--- src/rtl/bsm_pkg.sv ---
package bsm_pkg;

  typedef struct packed {
    logic sh_mcand;
    logic sh_mplier;
    logic sh_upper;
    logic sh_lower;
    logic sel_sum;
    logic clr_carry;
  } bsm_ctl_t;

  function automatic logic fa_sum(input logic x, input logic y, input logic ci);
    return x ^ y ^ ci;
  endfunction

  function automatic logic fa_cout(input logic x, input logic y, input logic ci);
    return (x & y) | (x & ci) | (y & ci);
  endfunction

endpackage

--- src/rtl/bsm_shreg.sv ---
module bsm_shreg #(
  parameter int W = 8
) (
  input  logic         clk,
  input  logic         rst,
  input  logic         load,
  input  logic [W-1:0] ld_val,
  input  logic         shift,
  input  logic         sin,
  output logic [W-1:0] q
);

  always_ff @(posedge clk) begin
    if (rst)        q <= '0;
    else if (load)  q <= ld_val;
    else if (shift) q <= {sin, q[W-1:1]};
  end

endmodule

--- src/rtl/bsm_ctrl.sv ---
module bsm_ctrl
  import bsm_pkg::*;
#(
  parameter int W = 8
) (
  input  logic     clk,
  input  logic     rst,
  input  logic     start,
  output logic     load,
  output logic     busy,
  output logic     inner_cyc,
  output logic     close_cyc,
  output logic     done,
  output bsm_ctl_t ctl
);

  localparam int JW = $clog2(W + 1);
  localparam int IW = (W > 1) ? $clog2(W) : 1;
  localparam logic [JW-1:0] J_CLOSE = JW'(W);
  localparam logic [IW-1:0] I_LAST  = IW'(W - 1);

  logic          busy_q;
  logic [JW-1:0] j_q;
  logic [IW-1:0] i_q;
  logic          last_close;

  assign busy       = busy_q;
  assign load       = start && !busy_q;
  assign inner_cyc  = busy_q && (j_q != J_CLOSE);
  assign close_cyc  = busy_q && (j_q == J_CLOSE);
  assign last_close = close_cyc && (i_q == I_LAST);

  always_comb begin
    ctl           = '0;
    ctl.sh_mcand  = inner_cyc;
    ctl.sel_sum   = inner_cyc;
    ctl.sh_upper  = inner_cyc || close_cyc;
    ctl.sh_mplier = close_cyc;
    ctl.sh_lower  = close_cyc;
    ctl.clr_carry = close_cyc;
  end

  always_ff @(posedge clk) begin
    if (rst) begin
      busy_q <= 1'b0;
      j_q    <= '0;
      i_q    <= '0;
      done   <= 1'b0;
    end else begin
      done <= last_close;
      if (load) begin
        busy_q <= 1'b1;
        j_q    <= '0;
        i_q    <= '0;
      end else if (busy_q) begin
        if (close_cyc) begin
          j_q <= '0;
          i_q <= i_q + 1'b1;
          if (last_close) busy_q <= 1'b0;
        end else begin
          j_q <= j_q + 1'b1;
        end
      end
    end
  end

endmodule

--- src/rtl/bitser_mul.sv ---
module bitser_mul
  import bsm_pkg::*;
#(
  parameter int W = 8
) (
  input  logic           clk,
  input  logic           rst,
  input  logic           start,
  input  logic [W-1:0]   mcand,
  input  logic [W-1:0]   mplier,
  output logic           done,
  output logic [2*W-1:0] product
);

  bsm_ctl_t     ctl;
  logic         load;
  logic         busy;
  logic         inner_cyc;
  logic         close_cyc;
  logic [W-1:0] a_q;
  logic [W-1:0] b_q;
  logic [W-1:0] hi_q;
  logic [W-1:0] lo_q;
  logic         cy_q;
  logic         pp_bit;
  logic         sum_bit;
  logic         cout_bit;
  logic         hi_in;

  bsm_ctrl #(.W(W)) u_ctrl (
    .clk(clk), .rst(rst), .start(start), .load(load), .busy(busy),
    .inner_cyc(inner_cyc), .close_cyc(close_cyc), .done(done), .ctl(ctl)
  );

  assign pp_bit   = a_q[0] & b_q[0];
  assign sum_bit  = fa_sum(hi_q[0], pp_bit, cy_q);
  assign cout_bit = fa_cout(hi_q[0], pp_bit, cy_q);
  assign hi_in    = ctl.sel_sum ? sum_bit : cy_q;

  bsm_shreg #(.W(W)) u_mcand (
    .clk(clk), .rst(rst), .load(load), .ld_val(mcand),
    .shift(ctl.sh_mcand), .sin(a_q[0]), .q(a_q)
  );

  bsm_shreg #(.W(W)) u_mplier (
    .clk(clk), .rst(rst), .load(load), .ld_val(mplier),
    .shift(ctl.sh_mplier), .sin(1'b0), .q(b_q)
  );

  bsm_shreg #(.W(W)) u_upper (
    .clk(clk), .rst(rst), .load(load), .ld_val('0),
    .shift(ctl.sh_upper), .sin(hi_in), .q(hi_q)
  );

  bsm_shreg #(.W(W)) u_lower (
    .clk(clk), .rst(rst), .load(load), .ld_val('0),
    .shift(ctl.sh_lower), .sin(hi_q[0]), .q(lo_q)
  );

  always_ff @(posedge clk) begin
    if (rst)                        cy_q <= 1'b0;
    else if (load || ctl.clr_carry) cy_q <= 1'b0;
    else if (inner_cyc)             cy_q <= cout_bit;
  end

  assign product = {hi_q, lo_q};

endmodule

--- config.mk ---
export PLATFORM = sky130hd
export DESIGN_NAME = bitser_mul
export DESIGN_NICKNAME = d
export VERILOG_FILES = /design/src/rtl/bsm_pkg.sv /design/src/rtl/bsm_shreg.sv /design/src/rtl/bsm_ctrl.sv /design/src/rtl/bitser_mul.sv
export SDC_FILE = /design/constraint.sdc
export NUM_CORES = 1
export LEC_CHECK = 0
export CORE_MARGIN = 4
export CORE_UTILIZATION = 45
export CTS_CLUSTER_DIAMETER = 120
export DETAILED_ROUTE_END_ITERATION = 16
export PLACE_DENSITY_LB_ADDON = 0.12
export SYNTH_ARGS = -nofsm -noshare
export SYNTH_HDL_FRONTEND = slang
export SYNTH_SLANG_ARGS = --single-unit
--- constraint.sdc ---
create_clock -name clk -period 1.25 [get_ports clk]
set_input_delay 0.1875 -clock clk [delete_from_list [all_inputs] [get_ports clk]]
set_output_delay 0.1875 -clock clk [all_outputs]
set_load 0.01 [all_outputs]
==> impl_results.md, run 1 <==
* Outcome: finished, violations left
* Failing checks: setup timing
* MaxCap Viol Count at 0
* Num CTS Buffers at 5
* Layout area overhead at 38.7%
* Seq cells post-synth at 42
* Clock Path Buffers at 2
* Worst Clk Skew at 7.62 ps
* CTS tree: yes
* DRT Wirelength at 3.95 mm
* Worst Hold Path EP: u_mplier.q[7]
* Die height at 71.0 µm
* Core footprint at 3740 µm²
* Final instance area at 2480 µm²
* I/O pin cnt at 36
* Dominant synthesized flop cell: dfxtp_1
* Worst setup margin at -46.0 ps
* Delay-heaviest family, CP: simple AND/OR/NAND/NOR gates
* Initial Util at 0.477
* Critical Path RT at 1420 ps
* R2r startpoint: u_ctrl.j_q[0]
* Hold Vio Cnt, Final at 0
* Post-placement cell count at 281
* Clk root buf: clkbuf_8
* Unrepaired setup endpoints after global routing: true
* Rows at 22
* Pwr Density at 1050 nW/µm²
* Min-delay src: mplier[7]
* Setup slack, reg-to-reg at -50 ps
* Synth Area per Inst at 9.35 µm²
* Count leader, synth: dfxtp_1
* Non-Filler Instances at 289
* Worst path slowest cell: dfxtp_2
* Worst r2r dst: u_mcand.q[4]
* # diodes at 0
* Largest net degree at the start of global routing at 20
* FMAX at 0.772 GHz
* Critical path data arrival time at 1470 ps
* Leading area contributor after synthesis: dfxtp_1
* Synth top area cells: dfxtp_1 (47%), mux2i_1 (9.5%), a21oi_1 (8.1%)
* Final min period at 1300 ps
* Overall Global Routing Usage at 0.166
* Clock transition at path regs at 80 ps
* First-pass GRT wire length at 6.76 mm
* H-Tree Depth at 2
* DRT iter0 DRCs at 121
* Initial antenna violation count at 0
* Share of cells above drive strength 1 at 0.274
* Post-route DRC at 0
* Post-CTS Hold Buffers at 0
* Via/cell ratio at 5.24
* Worst skew pair latency at 300 ps
* Vias in the first global route at 1552
* Final worst-path cycle share at 1.04
* CP Class: register to register
* Max Slew Vio Count at 0
* Post-synth EDFFs at 0
* Final Setup Violations at 22
* R2R depth at 5
* Slew @ Worst Pin at 292 ps
* Nets at 264
* Pre-antenna DRT Iters at 4
* WP buf/inv at 1
* Crit-path cells: inv_2, ha_4, and4b_4, nor2_4, a211oi_2
* DP HPWL at 2.87 mm
* Util after Layout at 0.662
* Pwr Total at 2.60 mW
* Share of the synthesized area in the top cell type at 0.471
* WHS Path Cells at 3
* Grt total ovfl at 0
* Largest stage delay, worst path at 340 ps
* Seq/Total Area, Yosys at 0.471
* Top post-synthesis cells by count: dfxtp_1 (42), a21oi_1 (29), nand2_1 (25), mux2i_1 (17), nor2_1 (10)
* Die width at 71.0 µm
* Distinct cells, synth at 30
* CP endpoint kind: register
* GP Congestion at 0.709
* Cell Area, Synth at 1790 µm²
* Hold WC Path Type: input pin to register
* CTS sink cnt at 42
* Ys async rst share at 0
* Leak Pwr at 0.973 nW
* Die area at 5040 µm²
* DR WL/cell at 13.7 µm
* Worst vdd ir at 0.717 mV
* Critical Path Fanout Max at 8
* YS warnings at 0
* Area after DPL at 2300 µm²
* Port Buffers at 35
* Post-route ant nets at 0
* Synth Instances at 191
* Post-Syn Nets at 215
* Pre-CTS setup slack at -291 ps
* Via count at 1514
* Relative slew slack at 0.805
* Nature of the critical path startpoint: register
## flip-flops by register name, indices dropped and copies added (netlist names)
| name | flops |
|---|---|
| u_ctrl.j_q | 4 |
| u_ctrl.done | 1 |
| u_mcand.q | 8 |
| u_lower.q | 8 |
| cy_q | 1 |
| u_upper.q | 8 |
| u_ctrl.busy | 1 |
| u_mplier.q | 8 |
| u_ctrl.i_q | 3 |
## cell usage in the layout (no fill, tap or decap), types with 4 or more instances in the layout
cell             netlist  routed
a211oi_2               2       8
a21oi_1               29      23
a21oi_2                0       6
a22oi_2                0       6
buf_4                  3      20
clkbuf_8               0       5
clkdlybuf4s50_1        0      18
dfxtp_1               42      35
dfxtp_2                0       7
dlygate4sd2_1          0      16
inv_2                  0       4
mux2i_1               17      17
nand2_1               25      25
nand3_1                9       8
nor2_1                10      10
## cells by family (layout without fill, tap and decap cells)
logic type               Yosys count  after routing  share of synthesized area
AND/OR/NAND/NOR                   59             59                      0.162
AO/OA/AOI/OAI                     46             46                      0.160
flip-flops                        42             42                      0.471
buffers and inverters             20             70                     0.0630
multiplexers                      17             17                     0.0952
adder cells (fa/ha/maj)            5              5                     0.0392
XOR/XNOR                           2              2                    0.00981
## worst register-to-register path, delay by kind of cell, from the launching register on
| family | cells | cell delay [ps] |
|---|---|---|
| AND/OR/NAND/NOR | 2 | 490 |
| flip-flops | 1 | 340 |
| adder cells (fa/ha/maj) | 1 | 170 |
| AO/OA/AOI/OAI | 1 | 130 |
| buffers and inverters | 1 | 50 |
## area by class of cell
class                      count  area, µm²
clock buffer                   5       68.8
clock inverter                 3       21.3
fill                         310       1270
inverter                       5       18.8
multi-input combinational    129        947
sequential                    42        850
tap                           48       60.1
timing repair buffer          57        512
## routing by layer
metal | track usage | share of wire
met1 | 0.199 | 0.46
met2 | 0.276 | 0.48
met3 | 0.0455 | 0.048
met4 | 0.0793 | 0.014
met5 | 0 | 0
## where the power goes
| group | switching (mW) | internal [mW] |
|---|---|---|
| logic | 0.150 | 0.173 |
| registers | 0.0296 | 1.38 |
| clock network | 0.477 | 0.392 |
## worst max-delay path by stage
stage	end	depth (start not counted)	startpoint	slack (ps)
after floorplan	u_ctrl.i_q[0]	6	u_ctrl.j_q[0]	-3
after global placement	u_mcand.q[7]	5	start	-210
after detailed placement	u_mcand.q[6]	5	start	-290
after CTS	u_mplier.q[0]	6	u_ctrl.j_q[0]	-70
after global routing	u_ctrl.i_q[0]	6	u_ctrl.j_q[0]	-110
final	u_mcand.q[4]	5	u_ctrl.j_q[0]	-50
## through the flow
| step | hold slack, ps | setup TNS (ps) |
|---|---|---|
| floorplan | 324 | -2.60 |
| global placement | 443 | -3870 |
| detailed placement | 460 | -4900 |
| CTS | 448 | -712 |
| global route | 458 | -2430 |
| finish | 450 | -467 |
## timing repair
| action | CTS | global route |
|---|---|---|
| endpoints found under the hold margin | 0 | 0 |
| gates resized for setup | 28 | 17 |
| setup endpoints to repair | 49 | 40 |
| buffers inserted | 0 | 0 |
| pin swaps | 4 | 8 |
Power figures use the tool's default switching activity.
==> run 2: changes to the inputs <==
- RECOVER_POWER: not set -> 100
==> run 2 against run 1 <==
Net effect: the flow still finishes with violations (setup timing); maximum frequency hardly changed; global-route usage stayed put; combinational power hardly changed; clock-buffer cell count stayed put; flip-flop and latch count stayed put; critical path depth stayed put.
==> impl_results.md, run 2 (synthesized netlist as in run 1, its figures left out) <==
* Post-placement cell count at 281
* Slew @ Worst Pin at 292 ps
* Worst skew pair latency at 300 ps
* Clk root buf: clkbuf_8
* Pwr Density at 1050 nW/µm²
* Crit path to: u_mcand.q[4]
* Leak Pwr at 0.969 nW
* Number of fill cells in the layout at 313
* Post-route ant nets at 0
* Post-route DRC at 0
* Non-Filler Instances at 289
* DRT iter0 DRCs at 121
* Worst Clk Skew at 7.63 ps
* P_int at 1.95 mW
* R2R depth at 5
* Worst r2r dst: u_mcand.q[4]
* Rows at 22
* Min Hold Slack at 450 ps
* Via count at 1513
* Max Slew Vio Count at 0
* I/O pin cnt at 36
* R2r startpoint: u_ctrl.j_q[0]
* Most frequent cells in the layout: dfxtp_1 (35), nand2_1 (25), a21oi_1 (23), clkdlybuf4s50_1 (18)
* Setup TNS at -463 ps
* Critical Path RT at 1420 ps
* Critical Path Fanout Max at 8
* Via/cell ratio at 5.24
* Worst vdd ir at 0.717 mV
* Grt total ovfl at 0
* Vias in the first global route at 1552
* Clock Path Buffers at 2
* CP Class: register to register
* # diodes at 0
* DP HPWL at 2.87 mm
* Post-CTS Hold Buffers at 0
* CTS tree: yes
* First-pass GRT wire length at 6.76 mm
* Seq pwr share at 0.543
* H-Tree Depth at 2
* CP endpoint kind: register
* Final worst-path cycle share at 1.04
* Die width at 71.0 µm
* Num CTS Buffers at 5
* MaxCap Viol Count at 0
* Critical path data arrival time at 1470 ps
* Area after DPL at 2300 µm²
* Final min period at 1300 ps
* DR WL/cell at 13.7 µm
* Port Buffers at 35
* Hold WC Path Type: input pin to register
* Unrepaired setup endpoints after global routing: true
* Initial antenna violation count at 0
* Layout area overhead at 38.3%
* Largest net degree at the start of global routing at 20
* Sw power at 656 µW
* Clock group share of total power at 0.334
* Die area at 5040 µm²
* Share of cells above drive strength 1 at 0.270
* Storage cell area at 850 µm²
* Launch point of the worst path: u_ctrl.j_q[0]
* Switch share at 0.252
* Multi-input logic area at 947 µm²
* DRT Wirelength at 3.95 mm
* FMAX at 0.772 GHz
* Most common cell after layout, fill and taps aside: dfxtp_1
* Clock transition at path regs at 80 ps
* Final Setup Violations at 22
* Final instance area at 2470 µm²
* Outcome: finished, violations left
* Failing checks: setup timing
* Relative slew slack at 0.805
* Initial Util at 0.477
* CTS sink cnt at 42
* Pre-antenna DRT Iters at 4
* Worst setup margin at -45.7 ps
* Setup slack, reg-to-reg at -50 ps
* Nature of the critical path startpoint: register
* Die height at 71.0 µm
* Overall Global Routing Usage at 0.166
* GP Congestion at 0.709
* Core footprint at 3740 µm²
* Combinational Power Share at 0.123
* Hold Vio Cnt, Final at 0
* Nets at 264
## run 2: cell types whose count changed in the layout (fill, tap and decap cells not counted)
cell,before,now
clkbuf_2,0,1
clkbuf_4,0,1
buf_4,20,17
clkbuf_1,0,1
## run 2: layout make-up
type                            instances  area share
Inverter                                5     0.00759
Sequential cell                        42       0.344
Timing Repair Buffer                   57       0.205
Clock inverter                          3     0.00861
Tap cell                               48      0.0243
Clock buffer                            5      0.0278
Multi-Input combinational cell        129       0.383
## run 2: routing by layer
layer | wire length (µm) | GRT usage | up-vias
met2 | 1890 | 0.276 | 38
met5 | 0 | 0 | -
li1 | - | - | 764
met4 | 56 | 0.0793 | 0
met1 | 1810 | 0.199 | 707
met3 | 188 | 0.0455 | 4
## run 2: how the worst min path moves through the flow
stage            startpoint            end  slack [ps]  cells after the start
3_3_place_gp   u_lower.q[0]   u_lower.q[0]         440                      2
3_5_place_dp   u_lower.q[2]   u_lower.q[2]         460                      2
2_1_floorplan     mplier[7]  u_mplier.q[7]         320                      2
5_1_grt           mplier[7]  u_mplier.q[7]         460                      3
6_report          mplier[7]  u_mplier.q[7]         450                      3
4_1_cts           mplier[7]  u_mplier.q[7]         450                      3
## run 2: through the flow
step                      utilization  setup WS [ps]  total power, mW
after floorplan                     -          -2.60             1.60
after global placement          0.615           -207             1.71
after CTS                       0.645          -72.9             2.61
final                           0.660          -45.7             2.60
after global routing            0.660           -112             2.72
after detailed placement        0.615           -291             1.73
## run 2: repair_timing
action	CTS	global route
setup buffers	0	0
resized for setup	28	17
setup endpoints to repair	49	40
pin swaps	4	8
## run 2: worst max-delay path, stage by stage (launching register included)
cell and delay (ps):
dfxtp_2 340, inv_2 50, ha_4 170, and4b_4 220
nor2_4 270, a211oi_2 120
## run 2: power groups by stage
| stage | sequential [mW] | clock [mW] | combinational [mW] |
|---|---|---|---|
| 2_1_floorplan | 1.43 | 0 | 0.172 |
| 3_3_place_gp | 1.44 | 0 | 0.275 |
| 3_5_place_dp | 1.44 | 0 | 0.290 |
| 4_1_cts | 1.41 | 0.892 | 0.307 |
| 5_1_grt | 1.42 | 0.956 | 0.345 |
| 6_report | 1.41 | 0.869 | 0.320 |
==> run 3: changes to the inputs <==
- CTS_CLUSTER_SIZE: not set -> 24
==> results of run 3 <==
Final layout, timing and power as in run 2 (identical DEF).
